===== src/rtl/ctc_pkg.sv =====
package ctc_pkg;
    localparam int DW = 8;

    // control word bit positions
    localparam int B_IRQ_EN   = 7;
    localparam int B_CNT_MODE = 6;
    localparam int B_DIV_HI   = 5;
    localparam int B_RISE     = 4;
    localparam int B_TRIG     = 3;
    localparam int B_TC_NEXT  = 2;
    localparam int B_SOFT_RST = 1;
    localparam int B_IS_CTRL  = 0;

    typedef struct packed {
        logic [DW-1:0] ctrl;
        logic [DW-1:0] tc;
        logic [DW-1:0] cnt;
        logic          expect_tc;
        logic          run;
        logic          armed;
        logic          irq;
        logic          zc;
    } chan_st_t;
endpackage


===== src/rtl/ctc_edge_sync.sv =====
module ctc_edge_sync #(
    parameter int STAGES = 2
) (
    input  logic clk,
    input  logic rst_n,
    input  logic async_in,
    output logic rise,
    output logic fall
);
    logic [STAGES:0] sh_q, sh_d;

    always_comb begin
        sh_d = {sh_q[STAGES-1:0], async_in};
    end

    always_ff @(posedge clk) begin
        if (!rst_n) sh_q <= '0;
        else        sh_q <= sh_d;
    end

    assign rise =  sh_q[STAGES-1] & ~sh_q[STAGES];
    assign fall = ~sh_q[STAGES-1] &  sh_q[STAGES];

    AST_EDGE_SPACING: assert property (@(posedge clk) disable iff (!rst_n)
        rise |=> !rise);
endmodule


===== src/rtl/ctc_prescaler.sv =====
module ctc_prescaler #(
    parameter int LO_LOG = 4,
    parameter int HI_LOG = 8
) (
    input  logic clk,
    input  logic rst_n,
    input  logic en,
    input  logic clr,
    input  logic sel_hi,
    output logic tick
);
    localparam int W = HI_LOG;
    localparam logic [LO_LOG-1:0] LO_MAX = '1;
    localparam logic [W-1:0]      HI_MAX = '1;

    logic [W-1:0] pc_q, pc_d;

    always_comb begin
        if (clr)     pc_d = '0;
        else if (en) pc_d = pc_q + W'(1);
        else         pc_d = pc_q;
    end

    always_ff @(posedge clk) begin
        if (!rst_n) pc_q <= '0;
        else        pc_q <= pc_d;
    end

    assign tick = en && (sel_hi ? (pc_q == HI_MAX) : (pc_q[LO_LOG-1:0] == LO_MAX));

    AST_PRESC_STEP: assert property (@(posedge clk) disable iff (!rst_n)
        (en && !clr) |=> (pc_q == $past(pc_q) + W'(1)));
    AST_PRESC_IDLE: assert property (@(posedge clk) disable iff (!rst_n)
        (!en && !clr) |=> $stable(pc_q));
endmodule


===== src/rtl/cnt_tmr_chan.sv =====
module cnt_tmr_chan
    import ctc_pkg::*;
(
    input  logic          clk,
    input  logic          rst_n,
    input  logic          wr_en,
    input  logic [DW-1:0] wr_data,
    input  logic          ext_clk_trg,
    input  logic          irq_ack,
    output logic [DW-1:0] rd_data,
    output logic          zc_pulse,
    output logic          irq
);
    chan_st_t st_q, st_d;
    logic rise, fall, tick, sel_edge, cmode, step, presc_clr;

    ctc_edge_sync #(.STAGES(2)) u_sync (
        .clk(clk), .rst_n(rst_n), .async_in(ext_clk_trg), .rise(rise), .fall(fall)
    );

    ctc_prescaler #(.LO_LOG(4), .HI_LOG(8)) u_presc (
        .clk(clk), .rst_n(rst_n),
        .en(st_q.run && !cmode), .clr(presc_clr),
        .sel_hi(st_q.ctrl[B_DIV_HI]), .tick(tick)
    );

    assign cmode    = st_q.ctrl[B_CNT_MODE];
    assign sel_edge = st_q.ctrl[B_RISE] ? rise : fall;
    assign step     = st_q.run && (cmode ? sel_edge : tick);

    always_comb begin
        st_d      = st_q;
        st_d.zc   = 1'b0;
        presc_clr = 1'b0;

        if (irq_ack) st_d.irq = 1'b0;

        if (step) begin
            if (st_q.cnt == DW'(1)) begin
                st_d.cnt = st_q.tc;
                st_d.zc  = 1'b1;
                if (st_q.ctrl[B_IRQ_EN]) st_d.irq = 1'b1;
            end else begin
                st_d.cnt = st_q.cnt - DW'(1);
            end
        end

        if (st_q.armed && !cmode && sel_edge) begin
            st_d.run   = 1'b1;
            st_d.armed = 1'b0;
            presc_clr  = 1'b1;
        end

        if (wr_en) begin
            if (st_q.expect_tc) begin
                st_d.tc        = wr_data;
                st_d.cnt       = wr_data;
                st_d.expect_tc = 1'b0;
                presc_clr      = 1'b1;
                if (cmode || !st_q.ctrl[B_TRIG]) begin
                    st_d.run   = 1'b1;
                    st_d.armed = 1'b0;
                end else begin
                    st_d.run   = 1'b0;
                    st_d.armed = 1'b1;
                end
            end else if (wr_data[B_IS_CTRL]) begin
                st_d.ctrl = wr_data;
                if (wr_data[B_SOFT_RST]) begin
                    st_d.run       = 1'b0;
                    st_d.armed     = 1'b0;
                    st_d.irq       = 1'b0;
                    st_d.expect_tc = 1'b0;
                end
                if (wr_data[B_TC_NEXT]) begin
                    st_d.run       = 1'b0;
                    st_d.armed     = 1'b0;
                    st_d.expect_tc = 1'b1;
                end
            end
        end
    end

    always_ff @(posedge clk) begin
        if (!rst_n) st_q <= '0;
        else        st_q <= st_d;
    end

    assign rd_data  = st_q.cnt;
    assign zc_pulse = st_q.zc;
    assign irq      = st_q.irq;

    AST_RELOAD_ON_ZERO: assert property (@(posedge clk) disable iff (!rst_n)
        zc_pulse |-> (rd_data == st_q.tc));
    AST_IRQ_NEEDS_ENABLE: assert property (@(posedge clk) disable iff (!rst_n)
        $rose(irq) |-> $past(st_q.ctrl[B_IRQ_EN]));
    AST_IRQ_HOLDS: assert property (@(posedge clk) disable iff (!rst_n)
        (irq && !irq_ack && !(wr_en && !st_q.expect_tc && wr_data[B_IS_CTRL] && wr_data[B_SOFT_RST]))
        |=> irq);
    AST_HOLD_WHEN_STOPPED: assert property (@(posedge clk) disable iff (!rst_n)
        (!st_q.run && !(wr_en && st_q.expect_tc)) |=> $stable(rd_data));
endmodule


===== config.mk =====
export PLATFORM = sky130hd
export DESIGN_NAME = cnt_tmr_chan
export DESIGN_NICKNAME = d
export VERILOG_FILES = /design/src/rtl/ctc_pkg.sv /design/src/rtl/ctc_edge_sync.sv /design/src/rtl/ctc_prescaler.sv /design/src/rtl/cnt_tmr_chan.sv
export SDC_FILE = /design/constraint.sdc
export NUM_CORES = 1
export LEC_CHECK = 0
export BUFFER_PORTS_ARGS = -buffer_cell sky130_fd_sc_hd__buf_2
export CORE_MARGIN = 5
export CORE_UTILIZATION = 55
export CTS_CLUSTER_SIZE = 12
export DETAILED_ROUTE_END_ITERATION = 7
export GPL_TIMING_DRIVEN = 0
export PLACE_DENSITY = 0.76
export SYNTH_ARGS = -nofsm -noshare
export SYNTH_HDL_FRONTEND = slang
export SYNTH_SLANG_ARGS = --single-unit

===== constraint.sdc =====
create_clock -name clk -period 2.5 [get_ports clk]
set_clock_uncertainty 0.2 [all_clocks]
set_input_delay 0.625 -clock clk [delete_from_list [all_inputs] [get_ports clk]]
set_output_delay 0.625 -clock clk [all_outputs]
set_load 0.005 [all_outputs]

==> impl_metrics.py, run 1 <==
metrics = {
    "cells_and_area": {
        "design.final.nets": 258,
        "antenna_cells_inserted": 0,
        "final_core_utilization": 0.625,
        "layout_cell_share_with_drive_strength_beyond_1": 0.210,
        "area.growth.synth_to_final_pct": 11.9,
        "final_cell_area_um2": 2050,
        "final-instance-count-excl-fill": 289,
    },
    "cts": {
        "insertion_delay_ns": 0.35,
        "ctsLongestPathBuffers": 2,
        "ctsHtreeMaxLevel": 2,
        "post_cts_resized": 0,
        "postCtsSetupBuffers": 0,
        "clock_tree.root_cell": "clkbuf_4",
        "clk_pin_slew_ns": 0.12,
        "post_cts_hold_buffer_count": 0,
        "clock-sinks": 37,
        "cts_tree": "done",
        "cts-buffers-inserted": 5,
    },
    "flow_run": {
        "max_cap_viol_count": 0,
    },
    "synth": {
        "top_post_synthesis_cells_by_area": "dfxtp_1 40%, nand2_1 6.1%, mux2i_1 4.4%",
        "post_synth_mux_area_share": 0.0642,
        "yosys_warnings": 0,
        "synth_area_per_inst_um2": 8.61,
        "postSynth.topFlopCell": "dfxtp_1",
        "largest_family_of_logic_cells_by_synthesized_area": "simple AND/OR/NAND/NOR gates",
        "postSynthRegisterBits": 37,
        "syn_inst": 213,
        "yosys.area_share.adder": 0.0205,
        "yosys.area_share.simple": 0.242,
        "synth_top_area_share": 0.404,
        "yosys.cell_types.count": 51,
        "ys_seq_area_frac": 0.404,
        "synthesis.nets": 229,
        "synthXorXnorAreaFrac": 0.0334,
        "netlist_area_um2": 1830,
        "synth-edff-count": 0,
        "synthDominantAreaCellType": "dfxtp_1",
        "synth_most_common_cell": "dfxtp_1",
        "postSynth.asyncResetShare": 0,
        "synth-compound-area-share": 0.167,
        "ys_top_cells_by_count": "37 x dfxtp_1, 30 x nand2_1, 14 x nor2_1, 14 x o21ai_0, 10 x buf_4",
    },
    "sta": {
        "finalSetupTns_ns": 0,
        "relSlewSlack": 0.570,
        "unrepaired_setup_endpoints_after_global_routing": "no",
        "max_clock_freq_mhz": 450,
        "timing.final.crit_period_ns": 2.22,
        "hold_ws_ns": 0.245,
        "tightestPinTransition_ns": 0.645,
        "post-route-period-util": 0.890,
        "finalSetupViolations": 0,
        "timing.final.hold_violations": 0,
        "timing.final.max_slew_violations": 0,
    },
    "die": {
        "die_x_um": 67.7,
        "die_h_um": 67.7,
        "core_um2": 3280,
        "effective_utilization_at_floorplan": 0.558,
        "rows": 21,
        "boundaryPins": 23,
        "die_area_um2": 4590,
    },
    "detailed_routing": {
        "postRouteWirelength_um": 3850,
        "wire_per_inst_um": 13.3,
        "remaining_routing_drc_violations": 0,
        "antenna_violating_nets_post_route": 0,
        "via_count_normalized_by_instance_count": 5.27,
        "detailroute.via_count": 1524,
        "drt_iter0_drc": 141,
        "drt-pass1-iter-count": 4,
    },
    "global_routing": {
        "globalRouteOverflowTotal": 0,
        "grt_usage": 0.190,
        "grt_start_max_net_pins": 12,
        "antenna_found_initial": 0,
        "wire_length_of_the_first_global_routing_pass_um": 6420,
        "grt_pass1_vias": 1398,
    },
    "setup_path": {
        "cpMaxStageDelayCell": "dfxtp_1",
        "path_class": "flip-flop to flip-flop",
        "critical_path.startpoint_type": "flip-flop",
        "cpPeakStageDelay_ns": 0.49,
        "crit_path_max_fanout": 8,
        "critical-path-top-delay-family": "simple AND/OR/NAND/NOR gates",
        "worst-path-buf-inv": 0,
        "crit_path_cell_trace": "ha_1, or3b_4, or2_4, nor2_2, a2111oi_0, nand4b_1",
        "critical_path_required_ns": 2.55,
        "timing.critical_path.arrival_ns": 2.27,
        "endpoint_kind": "flip-flop",
    },
    "power_and_ir_drop": {
        "vdd.ir_drop.worst_uv": 369,
        "total_leakage_power_nw": 0.858,
        "cellPowerDensity_nw_per_um2": 491,
    },
    "outcome": {
        "outcome": "complete, no violations",
    },
    "place": {
        "port_buffers": 22,
        "place_congestion": 0.866,
        "placed_area_um2": 2000,
        "dpl.cell_count": 281,
        "hpwl_um": 2910,
    },
    "min_path": {
        "timing.hold.worst.class": "flip-flop to flip-flop",
    },
}
-- registers in the layout, summed over array words and instances (netlist names) --
name          count
rd_data           8
st_q             15
cmode             1
u_sync.sh_q       3
u_presc.pc_q      8
irq               1
zc_pulse          1
-- cells by family (layout without fill, tap and decap cells) --
logic type,Yosys count,after routing
AOI/OAI and AO/OA,46,46
xor gates and xnor gates,7,7
adders and majority gates,3,3
buffers and inverters,24,54
DFF,37,37
muxes,11,11
and+or+nand+nor,85,85
-- routing by layer --
metal  vias to the layer above  wire [um]  global-route usage
met1                       700       1720               0.233
met4                         0         51              0.0582
met3                         5        174              0.0549
li1                        792          -                   -
met2                        27       1900               0.318
met5                         -          0                   0
-- worst register-to-register path, delay by kind of cell, from the launching register on --
kind	cells	cell delay, ns
and+or+nand+nor	4	1.08
DFF	1	0.49
adders and majority gates	1	0.24
AOI/OAI and AO/OA	1	0.11
-- final timing paths --
kind,slack [ns],cells past startpoint,from,end
worst max-delay path,0.28,6,rd_data[0],rd_data[0]
worst min-delay path,0.24,1,u_sync.sh_q[0],u_sync.sh_q[1]
worst min register to register,0.24,1,u_sync.sh_q[0],u_sync.sh_q[1]
worst max register to register,0.28,6,rd_data[0],rd_data[0]
-- cell type report --
type / instances / area [um2]
plain buffers: 16 / 97.6
clock buffers: 6 / 41.3
clock inverters: 2 / 10.0
fillers: 318 / 1230
inverters: 8 / 30.0
multi-input cells: 152 / 965
flip-flops and latches: 37 / 741
well taps: 46 / 57.6
repair buffers: 22 / 110
-- placed cells by master (no fill, tap or decap), types with 4 or more instances in the layout --
master,count
nand3_1,6
nand2_1,30
and2_1,6
o21ai_0,14
a21oi_1,6
buf_4,10
nor2b_1,5
clkbuf_1,7
inv_1,8
a21boi_0,7
mux2i_1,8
buf_2,22
nor2_1,14
clkbuf_4,5
dfxtp_1,37
xor2_1,4
-- power by group --
group / switching (mW) / internal, mW
Sequential: 0.0109 / 0.602
Combinational: 0.0518 / 0.0438
Clock: 0.191 / 0.107
-- through the flow --
| step | setup WS (ns) | power (mW) |
|---|---|---|
| 4_1_cts | 0.279 | 1.02 |
| 2_1_floorplan | 0.449 | 0.686 |
| 5_1_grt | 0.138 | 1.06 |
| 3_5_place_dp | 0.297 | 0.722 |
| 6_report | 0.276 | 1.01 |
| 3_3_place_gp | 0.331 | 0.720 |
(Power assumes the default switching activity.)
==> run 2: changes to the inputs <==
ABC_AREA = 1   (was unset)
==> run 2 against run 1 <==
Net effect: global-route usage down 0.95 points; setup slack improved by 0.39 ns; highest routed layer unchanged; routed wire length is 1.8% lower; critical path type unchanged; hold slack got worse by 0.021 ns; sequential share of layout area shrank 1.9 points; synthesized cell count grew 30%.
==> impl_metrics.py, run 2 <==
metrics = {
    "outcome": {
        "outcome": "complete, no violations",
    },
    "power_and_ir_drop": {
        "logic_gate_share_of_total_power": 0.098,
        "design_power_total_mw": 1.17,
        "cellPowerDensity_nw_per_um2": 541,
        "vdd.ir_drop.worst_uv": 380,
        "switching_power_mw": 0.283,
        "netSwitchingFraction": 0.242,
        "internal-power_mw": 0.888,
        "total_leakage_power_nw": 1.08,
        "share_seq_of_total_power": 0.528,
        "pwr-share-clk": 0.374,
    },
    "synth": {
        "postSynth.topFlopCell": "dfxtp_1",
        "synth-edff-count": 0,
        "synthesis.nets": 293,
        "synth_top_area_share": 0.387,
        "synthDominantAreaCellType": "dfxtp_1",
        "yosys_warnings": 0,
        "top_post_synthesis_cells_by_area": "dfxtp_1 39%, nand2_1 17%, nand3_1 7.6%",
        "synthXorXnorAreaFrac": 0.00914,
        "post_synth_mux_area_share": 0,
        "synth_area_per_inst_um2": 6.92,
        "syn_inst": 277,
        "yosys.cell_types.count": 28,
        "yosys.area_share.adder": 0.0196,
        "netlist_area_um2": 1920,
        "synth_most_common_cell": "nand2_1",
        "postSynth.asyncResetShare": 0,
        "largest_family_of_logic_cells_by_synthesized_area": "simple AND/OR/NAND/NOR gates",
        "ys_seq_area_frac": 0.387,
        "postSynthRegisterBits": 37,
        "synth-compound-area-share": 0.108,
        "yosys.area_share.simple": 0.363,
        "ys_top_cells_by_count": "86 x nand2_1, 37 x dfxtp_1, 34 x inv_1",
    },
    "setup_path": {
        "worst-path-buf-inv": 0,
        "critical_path.startpoint_type": "flip-flop",
        "timing.critical_path.arrival_ns": 1.87,
        "critical_path_required_ns": 2.53,
        "critical_path.most_common_cell": "nand2_1",
        "crit_path_cell_trace": "ha_1, nand3_4, nor2_4, nand2_4, a21oi_4, nand2_1, nand3_1, nand2_1",
        "path_class": "flip-flop to flip-flop",
        "crit_path_max_fanout": 9,
        "endpoint_kind": "flip-flop",
        "cpMaxStageDelayCell": "dfxtp_1",
        "critical-path-top-delay-family": "simple AND/OR/NAND/NOR gates",
        "cpPeakStageDelay_ns": 0.40,
    },
    "cts": {
        "cts_tree": "done",
        "clock_tree.root_cell": "clkbuf_4",
        "cts-buffers-inserted": 5,
        "ctsHtreeMaxLevel": 2,
        "post_cts_hold_buffer_count": 0,
        "clk_pin_slew_ns": 0.12,
        "postCtsSetupBuffers": 0,
        "clock-sinks": 37,
        "insertion_delay_ns": 0.34,
        "post_cts_resized": 0,
        "ctsLongestPathBuffers": 2,
    },
    "sta": {
        "max_clock_freq_mhz": 545,
        "tightestPinTransition_ns": 0.388,
        "finalSetupViolations": 0,
        "post-route-period-util": 0.734,
        "finalSetupTns_ns": 0,
        "timing.final.crit_period_ns": 1.83,
        "final.setup.worst_slack_ns": 0.665,
        "relSlewSlack": 0.742,
        "unrepaired_setup_endpoints_after_global_routing": "no",
        "timing.final.hold_violations": 0,
        "timing.final.max_slew_violations": 0,
    },
    "place": {
        "preCtsSetupSlack_ns": 0.528,
        "port_buffers": 21,
        "placed_area_um2": 2080,
        "hpwl_um": 2890,
        "place_congestion": 0.864,
    },
    "detailed_routing": {
        "route.layer.met1.wl_um": 1980,
        "remaining_routing_drc_violations": 0,
        "drt-pass1-iter-count": 4,
        "route.met2.wl_um": 1540,
        "drt_iter0_drc": 94,
        "postRouteWirelength_um": 3780,
        "wire_per_inst_um": 10.7,
        "highest-signal-layer": "met4",
        "antenna_violating_nets_post_route": 0,
        "dr_wl_met3_um": 202,
        "detailroute.via_count": 1687,
        "via_count_normalized_by_instance_count": 4.79,
    },
    "global_routing": {
        "antenna_found_initial": 0,
        "wire_length_of_the_first_global_routing_pass_um": 7090,
        "grt_start_max_net_pins": 13,
        "grt_pass1_vias": 1580,
        "globalRouteOverflowTotal": 0,
        "grt_usage": 0.180,
    },
    "die": {
        "rows": 21,
        "effective_utilization_at_floorplan": 0.570,
        "die_h_um": 69.0,
        "boundaryPins": 23,
        "die_area_um2": 4760,
        "core_um2": 3360,
        "die_x_um": 69.0,
    },
    "cells_and_area": {
        "final_common_cell": "nand2_1",
        "top_register": "st_q",
        "final_cell_area_um2": 2170,
        "largest_register_ff_count": 15,
        "most-common-layout-cells": "86 x nand2_1, 37 x dfxtp_1, 34 x inv_1, 29 x nand3_1",
        "layout_cell_share_with_drive_strength_beyond_1": 0.190,
        "design.final.nets": 321,
        "final_core_utilization": 0.644,
        "area.growth.synth_to_final_pct": 13.1,
        "antenna_cells_inserted": 0,
    },
    "min_path": {
        "timing.hold.worst.class": "flip-flop to flip-flop",
    },
    "flow_run": {
        "max_cap_viol_count": 0,
    },
}
==> run 2: cell types whose count changed after synthesis, moves of 5 or more <==
cell	change
nand3_1	+23
clkbuf_1	-5
and2_1	-6
inv_1	+26
nand2_1	+56
a21oi_1	+6
nor2_1	+7
mux2i_1	-8
nor2b_1	-5
a21boi_0	-7
==> run 2: kinds of logic (layout without fill, tap and decap cells) <==
kind of cell	count (synthesis)	count (layout)
AND/OR/NAND/NOR	153	153
buffers and inverters	48	77
XOR/XNOR	2	2
AO/OA/AOI/OAI	34	34
flip-flops	37	37
adder cells (fa/ha/maj)	3	3
==> run 2: layer usage <==
layer | track usage | up-vias
li1 | - | 918
met1 | 0.241 | 731
met2 | 0.276 | 33
met3 | 0.0538 | 5
met4 | 0.0586 | 0
met5 | 0 | -
==> run 2: through the flow <==
stage	hold slack [ns]	instances
3_3_place_gp	0.192	344
5_1_grt	0.256	352
6_report	0.224	352
4_1_cts	0.225	352
3_5_place_dp	0.198	344
2_1_floorplan	0.190	277
==> run 2: worst paths after layout <==
path	from	end	slack (ns)	cells after the start
max	u_presc.pc_q[0]	rd_data[2]	0.67	8
max reg2reg	u_presc.pc_q[0]	rd_data[2]	0.67	8
min reg2reg	u_sync.sh_q[0]	u_sync.sh_q[1]	0.22	2
min	u_sync.sh_q[0]	u_sync.sh_q[1]	0.22	2
==> run 2: area by class of cell <==
type | instances | area (um2)
fillers | 347 | 1200
plain buffers | 11 | 78.8
inverters | 37 | 139
multi-input cells | 192 | 957
well taps | 46 | 57.6
repair buffers | 21 | 105
clock buffers | 6 | 51.3
clock inverters | 2 | 37.5
flip-flops and latches | 37 | 741
==> run 2: worst register-to-register path, delay by kind of cell (launching register included) <==
family / cells / cell delay (ns)
flops: 1 / 0.40
compound gates: 1 / 0.31
fa+ha+maj: 1 / 0.26
simple gates: 6 / 0.56
==> run 2: power by group through the flow <==
stage / Clock (mW) / Combinational (mW) / Sequential, mW
2_1_floorplan: 0 / 0.0846 / 0.629
5_1_grt: 0.480 / 0.135 / 0.621
6_report: 0.439 / 0.115 / 0.619
3_5_place_dp: 0 / 0.115 / 0.632
3_3_place_gp: 0 / 0.114 / 0.631
4_1_cts: 0.451 / 0.115 / 0.618
